<file path="src/rtl/vseq_pkg.sv">
package vseq_pkg;

  localparam int NUM_PTR = 3;
  localparam int PTR_A   = 0;
  localparam int PTR_B   = 1;
  localparam int PTR_D   = 2;

  localparam logic [3:0]  ENTRY_ARITH = 4'd0;
  localparam logic [3:0]  ENTRY_TEST  = 4'd15;
  localparam logic [15:0] TEST_REV    = 16'd3;
  localparam logic [15:0] TEST_CODE   = 16'o102077;

  typedef enum logic [1:0] {
    OP_ADD = 2'd0,
    OP_SUB = 2'd1,
    OP_MUL = 2'd2,
    OP_DIV = 2'd3
  } arith_op_e;

  typedef enum logic [2:0] {
    ST_IDLE,
    ST_RD_S,
    ST_RD_A,
    ST_RD_B,
    ST_CALC,
    ST_WR
  } seq_state_e;

  typedef struct packed {
    logic      dbl;
    logic      is_arith;
    logic      is_test;
    logic      is_bad;
    logic      scalar;
    arith_op_e op;
  } dec_t;

endpackage

</file>
<file path="src/rtl/vseq_decode.sv">
module vseq_decode
  import vseq_pkg::*;
#(
  parameter int WORD_W = 16
) (
  input  logic [WORD_W-1:0] instr,
  input  logic [WORD_W-1:0] subop,
  input  logic [WORD_W-1:0] areg,
  output dec_t              dec
);

  localparam int DBL_BIT     = 11;
  localparam int SV_BIT      = 8;
  localparam int REENTRY_BIT = 15;
  localparam int OP_LSB      = 4;
  localparam int ENTRY_W     = 4;

  logic [WORD_W-1:0]  eff;
  logic [ENTRY_W-1:0] entry;
  logic               unused_dec;

  always_comb begin
    eff          = subop[REENTRY_BIT] ? areg : subop;
    entry        = instr[ENTRY_W-1:0];
    dec.dbl      = instr[DBL_BIT];
    dec.is_arith = (entry == ENTRY_ARITH);
    dec.is_test  = (entry == ENTRY_TEST);
    dec.is_bad   = !dec.is_arith && !dec.is_test;
    dec.scalar   = eff[SV_BIT];
    dec.op       = arith_op_e'(eff[OP_LSB +: 2]);
  end

  assign unused_dec = ^{instr[WORD_W-1:DBL_BIT+1], instr[DBL_BIT-1:ENTRY_W],
                        eff[WORD_W-1:SV_BIT+1], eff[SV_BIT-1:OP_LSB+2],
                        eff[OP_LSB-1:0]};

endmodule

</file>
<file path="src/rtl/vseq_agu.sv">
module vseq_agu #(
  parameter int ADDR_W = 15,
  parameter int WORD_W = 16,
  parameter int NPTR   = 3
) (
  input  logic                          clk,
  input  logic                          rst,
  input  logic                          load,
  input  logic                          step,
  input  logic                          dbl,
  input  logic [NPTR-1:0][ADDR_W-1:0]   base,
  input  logic [NPTR-1:0][WORD_W-1:0]   stride,
  output logic [NPTR-1:0][ADDR_W-1:0]   ptr
);

  localparam int SCL_W = WORD_W + 2;

  for (genvar g = 0; g < NPTR; g++) begin : g_ptr
    logic [SCL_W-1:0]  wide;
    logic [ADDR_W-1:0] inc_q;
    logic              unused_hi;

    // element stride in words: x2 single, x4 double; only the low bits matter
    always_comb begin
      wide = dbl ? {stride[g], 2'b00} : {1'b0, stride[g], 1'b0};
    end
    assign unused_hi = ^wide[SCL_W-1:ADDR_W];

    always_ff @(posedge clk) begin
      if (rst) begin
        ptr[g] <= '0;
        inc_q  <= '0;
      end else if (load) begin
        ptr[g] <= base[g];
        inc_q  <= wide[ADDR_W-1:0];
      end else if (step) begin
        ptr[g] <= ptr[g] + inc_q;
      end
    end

    assert_ptr_hold_R6: assert property (@(posedge clk) disable iff (rst)
      (!load && !step) |=> $stable(ptr[g]));
  end

endmodule

</file>
<file path="src/rtl/vseq_ctrl.sv">
module vseq_ctrl
  import vseq_pkg::*;
#(
  parameter int ADDR_W = 15,
  parameter int WORD_W = 16,
  parameter int DATA_W = 64
) (
  input  logic                             clk,
  input  logic                             rst,
  input  logic                             start,
  input  dec_t                             dec,
  input  logic signed [WORD_W-1:0]         count,
  input  logic [NUM_PTR-1:0][ADDR_W-1:0]   ptr,
  output logic                             agu_load,
  output logic                             agu_step,
  output logic                             dbl_q,
  output logic                             busy,
  output logic                             done,
  output logic                             illegal,
  output logic                             xreg_ld,
  output logic                             sreg_ld,
  output logic                             ret_skip,
  output logic                             mem_req,
  output logic                             mem_we,
  output logic [ADDR_W-1:0]                mem_addr,
  output logic [DATA_W-1:0]                mem_wdata,
  input  logic                             mem_ack,
  input  logic [DATA_W-1:0]                mem_rdata,
  output logic                             ar_req,
  output arith_op_e                        ar_op,
  output logic [DATA_W-1:0]                ar_a,
  output logic [DATA_W-1:0]                ar_b,
  input  logic                             ar_ack,
  input  logic [DATA_W-1:0]                ar_res
);

  seq_state_e               state;
  logic                     scalar_q;
  logic signed [WORD_W-1:0] rem_q;
  logic [DATA_W-1:0]        opa_q, opb_q, res_q;

  assign agu_load  = start && (state == ST_IDLE);
  assign agu_step  = (state == ST_WR) && mem_ack;
  assign busy      = (state != ST_IDLE);
  assign mem_req   = (state == ST_RD_S) || (state == ST_RD_A) ||
                     (state == ST_RD_B) || (state == ST_WR);
  assign mem_we    = (state == ST_WR);
  assign ar_req    = (state == ST_CALC);
  assign mem_wdata = res_q;
  assign ar_a      = opa_q;
  assign ar_b      = opb_q;

  always_comb begin
    case (state)
      ST_RD_S, ST_RD_A: mem_addr = ptr[PTR_A];
      ST_RD_B:          mem_addr = ptr[PTR_B];
      ST_WR:            mem_addr = ptr[PTR_D];
      default:          mem_addr = '0;
    endcase
  end

  always_ff @(posedge clk) begin
    if (rst) begin
      state    <= ST_IDLE;
      dbl_q    <= 1'b0;
      scalar_q <= 1'b0;
      ar_op    <= OP_ADD;
      rem_q    <= '0;
      opa_q    <= '0;
      opb_q    <= '0;
      res_q    <= '0;
      done     <= 1'b0;
      illegal  <= 1'b0;
      xreg_ld  <= 1'b0;
      sreg_ld  <= 1'b0;
      ret_skip <= 1'b0;
    end else begin
      done     <= 1'b0;
      illegal  <= 1'b0;
      xreg_ld  <= 1'b0;
      sreg_ld  <= 1'b0;
      ret_skip <= 1'b0;
      case (state)
        ST_IDLE: if (start) begin
          dbl_q    <= dec.dbl;
          scalar_q <= dec.scalar;
          ar_op    <= dec.op;
          rem_q    <= count;
          if (dec.is_bad) begin
            done    <= 1'b1;
            illegal <= 1'b1;
          end else if (dec.is_test) begin
            done     <= 1'b1;
            xreg_ld  <= 1'b1;
            sreg_ld  <= 1'b1;
            ret_skip <= 1'b1;
          end else if (count <= 0) begin
            done <= 1'b1;
          end else begin
            state <= dec.scalar ? ST_RD_S : ST_RD_A;
          end
        end
        ST_RD_S, ST_RD_A: if (mem_ack) begin
          opa_q <= mem_rdata;
          state <= ST_RD_B;
        end
        ST_RD_B: if (mem_ack) begin
          opb_q <= mem_rdata;
          state <= ST_CALC;
        end
        ST_CALC: if (ar_ack) begin
          res_q <= ar_res;
          state <= ST_WR;
        end
        ST_WR: if (mem_ack) begin
          rem_q <= rem_q - 1'b1;
          if (rem_q == 1) begin
            done  <= 1'b1;
            state <= ST_IDLE;
          end else begin
            state <= scalar_q ? ST_RD_B : ST_RD_A;
          end
        end
        default: state <= ST_IDLE;
      endcase
    end
  end

  assert_req_hold_R12: assert property (@(posedge clk) disable iff (rst)
    (mem_req && !mem_ack) |=> (mem_req && $stable(mem_addr) && $stable(mem_we)));

  assert_ar_hold_R4: assert property (@(posedge clk) disable iff (rst)
    (ar_req && !ar_ack) |=> (ar_req && $stable(ar_op) && $stable(ar_a) && $stable(ar_b)));

  assert_done_pulse_R11: assert property (@(posedge clk) disable iff (rst)
    done |=> !done);

  assert_done_quiet_R8: assert property (@(posedge clk) disable iff (rst)
    done |-> (!mem_req && !ar_req));

  assert_illegal_with_done_R10: assert property (@(posedge clk) disable iff (rst)
    illegal |-> (done && !xreg_ld && !sreg_ld));

  assert_selftest_pulses_R9: assert property (@(posedge clk) disable iff (rst)
    xreg_ld |-> (done && sreg_ld && ret_skip && !illegal));

endmodule

</file>
<file path="src/rtl/strided_vec_seq.sv">
module strided_vec_seq
  import vseq_pkg::*;
#(
  parameter int ADDR_W = 15,
  parameter int WORD_W = 16,
  parameter int DATA_W = 64
) (
  input  logic              clk,
  input  logic              rst,
  input  logic              start,
  input  logic [WORD_W-1:0] instr,
  input  logic [WORD_W-1:0] subop,
  input  logic [WORD_W-1:0] areg,
  input  logic [ADDR_W-1:0] src_a_base,
  input  logic [WORD_W-1:0] src_a_stride,
  input  logic [ADDR_W-1:0] src_b_base,
  input  logic [WORD_W-1:0] src_b_stride,
  input  logic [ADDR_W-1:0] dst_base,
  input  logic [WORD_W-1:0] dst_stride,
  input  logic [WORD_W-1:0] elem_count,
  output logic              busy,
  output logic              done,
  output logic              illegal,
  output logic              xreg_ld,
  output logic [WORD_W-1:0] xreg_val,
  output logic              sreg_ld,
  output logic [WORD_W-1:0] sreg_val,
  output logic              ret_skip,
  output logic              mem_req,
  output logic              mem_we,
  output logic              mem_dbl,
  output logic [ADDR_W-1:0] mem_addr,
  output logic [DATA_W-1:0] mem_wdata,
  input  logic              mem_ack,
  input  logic [DATA_W-1:0] mem_rdata,
  output logic              ar_req,
  output logic [1:0]        ar_op,
  output logic              ar_dbl,
  output logic [DATA_W-1:0] ar_a,
  output logic [DATA_W-1:0] ar_b,
  input  logic              ar_ack,
  input  logic [DATA_W-1:0] ar_res
);

  dec_t                           dec;
  logic [NUM_PTR-1:0][ADDR_W-1:0] bases;
  logic [NUM_PTR-1:0][WORD_W-1:0] strides;
  logic [NUM_PTR-1:0][ADDR_W-1:0] ptr;
  logic                           agu_load, agu_step, dbl_q;
  arith_op_e                      op_e;

  assign bases[PTR_A]   = src_a_base;
  assign bases[PTR_B]   = src_b_base;
  assign bases[PTR_D]   = dst_base;
  assign strides[PTR_A] = src_a_stride;
  assign strides[PTR_B] = src_b_stride;
  assign strides[PTR_D] = dst_stride;

  assign xreg_val = WORD_W'(TEST_REV);
  assign sreg_val = WORD_W'(TEST_CODE);
  assign mem_dbl  = dbl_q;
  assign ar_dbl   = dbl_q;
  assign ar_op    = op_e;

  vseq_decode #(.WORD_W(WORD_W)) u_decode (
    .instr (instr),
    .subop (subop),
    .areg  (areg),
    .dec   (dec)
  );

  vseq_agu #(.ADDR_W(ADDR_W), .WORD_W(WORD_W), .NPTR(NUM_PTR)) u_agu (
    .clk    (clk),
    .rst    (rst),
    .load   (agu_load),
    .step   (agu_step),
    .dbl    (dec.dbl),
    .base   (bases),
    .stride (strides),
    .ptr    (ptr)
  );

  vseq_ctrl #(.ADDR_W(ADDR_W), .WORD_W(WORD_W), .DATA_W(DATA_W)) u_ctrl (
    .clk       (clk),
    .rst       (rst),
    .start     (start),
    .dec       (dec),
    .count     (elem_count),
    .ptr       (ptr),
    .agu_load  (agu_load),
    .agu_step  (agu_step),
    .dbl_q     (dbl_q),
    .busy      (busy),
    .done      (done),
    .illegal   (illegal),
    .xreg_ld   (xreg_ld),
    .sreg_ld   (sreg_ld),
    .ret_skip  (ret_skip),
    .mem_req   (mem_req),
    .mem_we    (mem_we),
    .mem_addr  (mem_addr),
    .mem_wdata (mem_wdata),
    .mem_ack   (mem_ack),
    .mem_rdata (mem_rdata),
    .ar_req    (ar_req),
    .ar_op     (op_e),
    .ar_a      (ar_a),
    .ar_b      (ar_b),
    .ar_ack    (ar_ack),
    .ar_res    (ar_res)
  );

endmodule

</file>
<file path="config.mk">
export PLATFORM = sky130hd
export DESIGN_NAME = strided_vec_seq
export DESIGN_NICKNAME = d
export VERILOG_FILES = /design/src/rtl/vseq_pkg.sv /design/src/rtl/vseq_decode.sv /design/src/rtl/vseq_agu.sv /design/src/rtl/vseq_ctrl.sv /design/src/rtl/strided_vec_seq.sv
export SDC_FILE = /design/constraint.sdc
export NUM_CORES = 1
export LEC_CHECK = 0
export ABC_AREA = 1
export BUFFER_PORTS_ARGS = -buffer_cell sky130_fd_sc_hd__buf_2
export CAP_MARGIN = 0
export CORE_AREA = 2 2 211 213
export DETAILED_ROUTE_END_ITERATION = 8
export DIE_AREA = 0 0 213 215
export GPL_TIMING_DRIVEN = 0
export PLACE_DENSITY_LB_ADDON = 0.2
export SLEW_MARGIN = 30
export SYNTH_ARGS = -nofsm -noshare
export SYNTH_HDL_FRONTEND = slang
export SYNTH_HIERARCHICAL = 1
export SYNTH_SLANG_ARGS = --single-unit
</file>
<file path="constraint.sdc">
create_clock -name clk -period 2.6 [get_ports clk]
set_clock_uncertainty 0.05 [all_clocks]
set_input_delay 0.13 -clock clk [delete_from_list [all_inputs] [get_ports clk]]
set_output_delay 0.13 -clock clk [all_outputs]
set_load 0.05 [all_outputs]
</file>
==> run metrics <==
core area approximately 44000 um2; total vias in the final route between 15000 and 20000; worst voltage drop across the vdd grid about 0.00054 V; die footprint 45800 um2; pre-CTS worst setup slack -0.0639 ns; detailed placer's ending HPWL 46400 um; number of nets with antenna violations after routing 0; I/O Pins approximately 540; clock tree from TritonCTS yes; dpl cells 3272; initial core utilization between 30% and 40%; final hold viol count 0; Final Total Pwr roughly 19 mW; Worst Hold Class in -> reg; CTS HTree Levels 2; slowest cell on the critical path sky130_fd_sc_hd__buf_2; GR Util All Layers between 20% and 30%; pwr/cell area about 850 nW/um2; total DRC errors in the routed layout 0; number of global-route vias before repair 17029; Final Non-Filler Cells between 3000 and 4000; Sum Neg Setup Slack 0 ns; status finished, final reports clean; cts bufs inserted 37; Cell Area, Placed approximately 18000 um2; maximum clock insertion buffer count 3; width of the die ~210 um; kind of critical path reg -> out; routed wire length roughly 62000 um; transition time of the tightest slew-check pin around 0.7 ns; critical path peak fanout 10; initial antenna violation count 4; synthesis-to-layout area growth 45.7%; data arrival time at the worst-slack endpoint roughly 2.3 ns; fraction of layout cells with a size suffix above 1 22.0%; Register-to-Register Setup Slack ~0.16 ns; static leakage around 11 nW; drt via density between 4 and 5; Worst path max stage delay 0.33 ns; Design Area, Final approximately 22000 um2; type of origin of the critical path flop; die boundary height approximately 220 um; average footprint of a synthesized cell between 6 and 7 um2; Synth Cell Area 15200 um2; clock period minus final worst setup slack about 2.5 ns; standard-cell row count a little under 80; clk_lat worst skew 0.55 ns; wire length of the first global-routing pass 94000 um; reported max-cap violation count 0; CTS Sinks around 310; number of port buffers between 400 and 500; clk slew on worst S/H paths approximately 0.060 ns; global placement routability congestion ~0.93; final core occ slightly above 50%; Fill cells ~4400; share of the clock period used by the worst path after layout between 90% and 100%; wire length per cell after detailed routing 17.3 um; Achievable Freq roughly 400 MHz; clock root buffer master sky130_fd_sc_hd__clkbuf_16; critical-path cell list buf_2 -> nand3_4 -> inv_2 -> buf_2 -> nand2_1 -> nand3_1 -> buf_2; data required time at the worst endpoint 2.42 ns; largest net degree at the start of global routing 13; final count of negative-setup-slack endpoints 0; initial detailed-routing violation count between 1000 and 1500; Rel. slew slack between 50% and 60%; number of detailed-routing iterations run before antenna repair 6; overall overflow remaining after global route 0; Worst Hold Margin about 0.042 ns; Setup WS post-layout around 0.077 ns; Syn Inst Count around 2200; final-report max-slew violation count 0; Syn. warnings 6; Register Area 6110 um2; cell repeated most along the worst path sky130_fd_sc_hd__buf_2; kind of end point of the critical path output port; footprint of the multi-input gates 7630 um2; Layout Nets roughly 3300
[power by group]
group	total, mW	internal [mW]	switching, mW
logic	7.63	2.35	5.27
clock network	5.30	3.23	2.07
registers	5.89	5.38	0.508
[state kept, by name, indices dropped and copies added, names as in the netlist]
signal,count
u_agu/g_ptr.inc_q,42
u_ctrl/mem_wdata,64
u_ctrl/ret_skip,1
u_ctrl/state,3
u_ctrl/illegal,1
u_ctrl/ar_op,2
u_agu/ptr,45
u_ctrl/ar_b,64
u_ctrl/rem_q,16
u_ctrl/dbl_q,1
u_ctrl/scalar_q,1
u_ctrl/ar_a,64
u_ctrl/done,1
[worst max-delay path, delay by kind of cell (launching register included)]
family | cells | cell delay [ns]
buf+inv | 4 | 1.06
simple gates | 3 | 0.44
flops | 1 | 0.30
[cells in the final DEF (no fill, tap or decap), drive strengths merged, types with 2 or more instances in the layout]
cell type,instances
a21oi,272
a22oi,29
a31oi,9
buf,556
bufinv,3
clkbuf,135
clkinv,3
clkinvlp,2
conb,32
dfxtp,305
diode,3
dlygate4sd3,243
fa,3
ha,41
inv,181
nand2,629
nand3,329
nand3b,6
nand4,11
nor2,93
nor3,4
o211ai,41
o21ai,35
or2,6
xnor2,4
xor2,14
[layer usage]
metal / up-vias / GRT usage, % / wire [um]
met5: - / 0 / 12
met4: 2 / 10.2 / 2310
met3: 146 / 5.28 / 4470
met2: 741 / 45.1 / 29400
met1: 8262 / 31.7 / 25700
li1: 8707 / - / -
[what timing repair did]
action                     4_1_cts  5_1_grt
hold endpoints to repair       301        0
hold buffers                   243        0
pin swaps                        2        0
gates cloned                     0        0
resized for setup                7       12
setup buffers                    3        0
setup endpoints to repair       46       19
[final timing paths]
path	startpoint	cells after the start	end
worst max-delay path	u_ctrl/state[2]	7	mem_addr[1]
worst min-delay path	instr[0]	7	u_ctrl/illegal
worst max register to register	u_ctrl/state[2]	9	u_agu/g_ptr[0].inc_q[13]
worst min register to register	u_ctrl/mem_wdata[27]	2	u_ctrl/mem_wdata[27]
[layout make-up]
cell class / instances / area share, %
multi-input combinational: 1560 / 34.5
buffer: 170 / 3.97
clock inverter: 9 / 0.601
sequential: 305 / 27.7
tap: 592 / 3.36
timing repair buffer: 711 / 21.8
antenna: 3 / 0.0340
clock buffer: 53 / 4.98
inverter: 180 / 3.06
(Power assumes the default switching activity.)
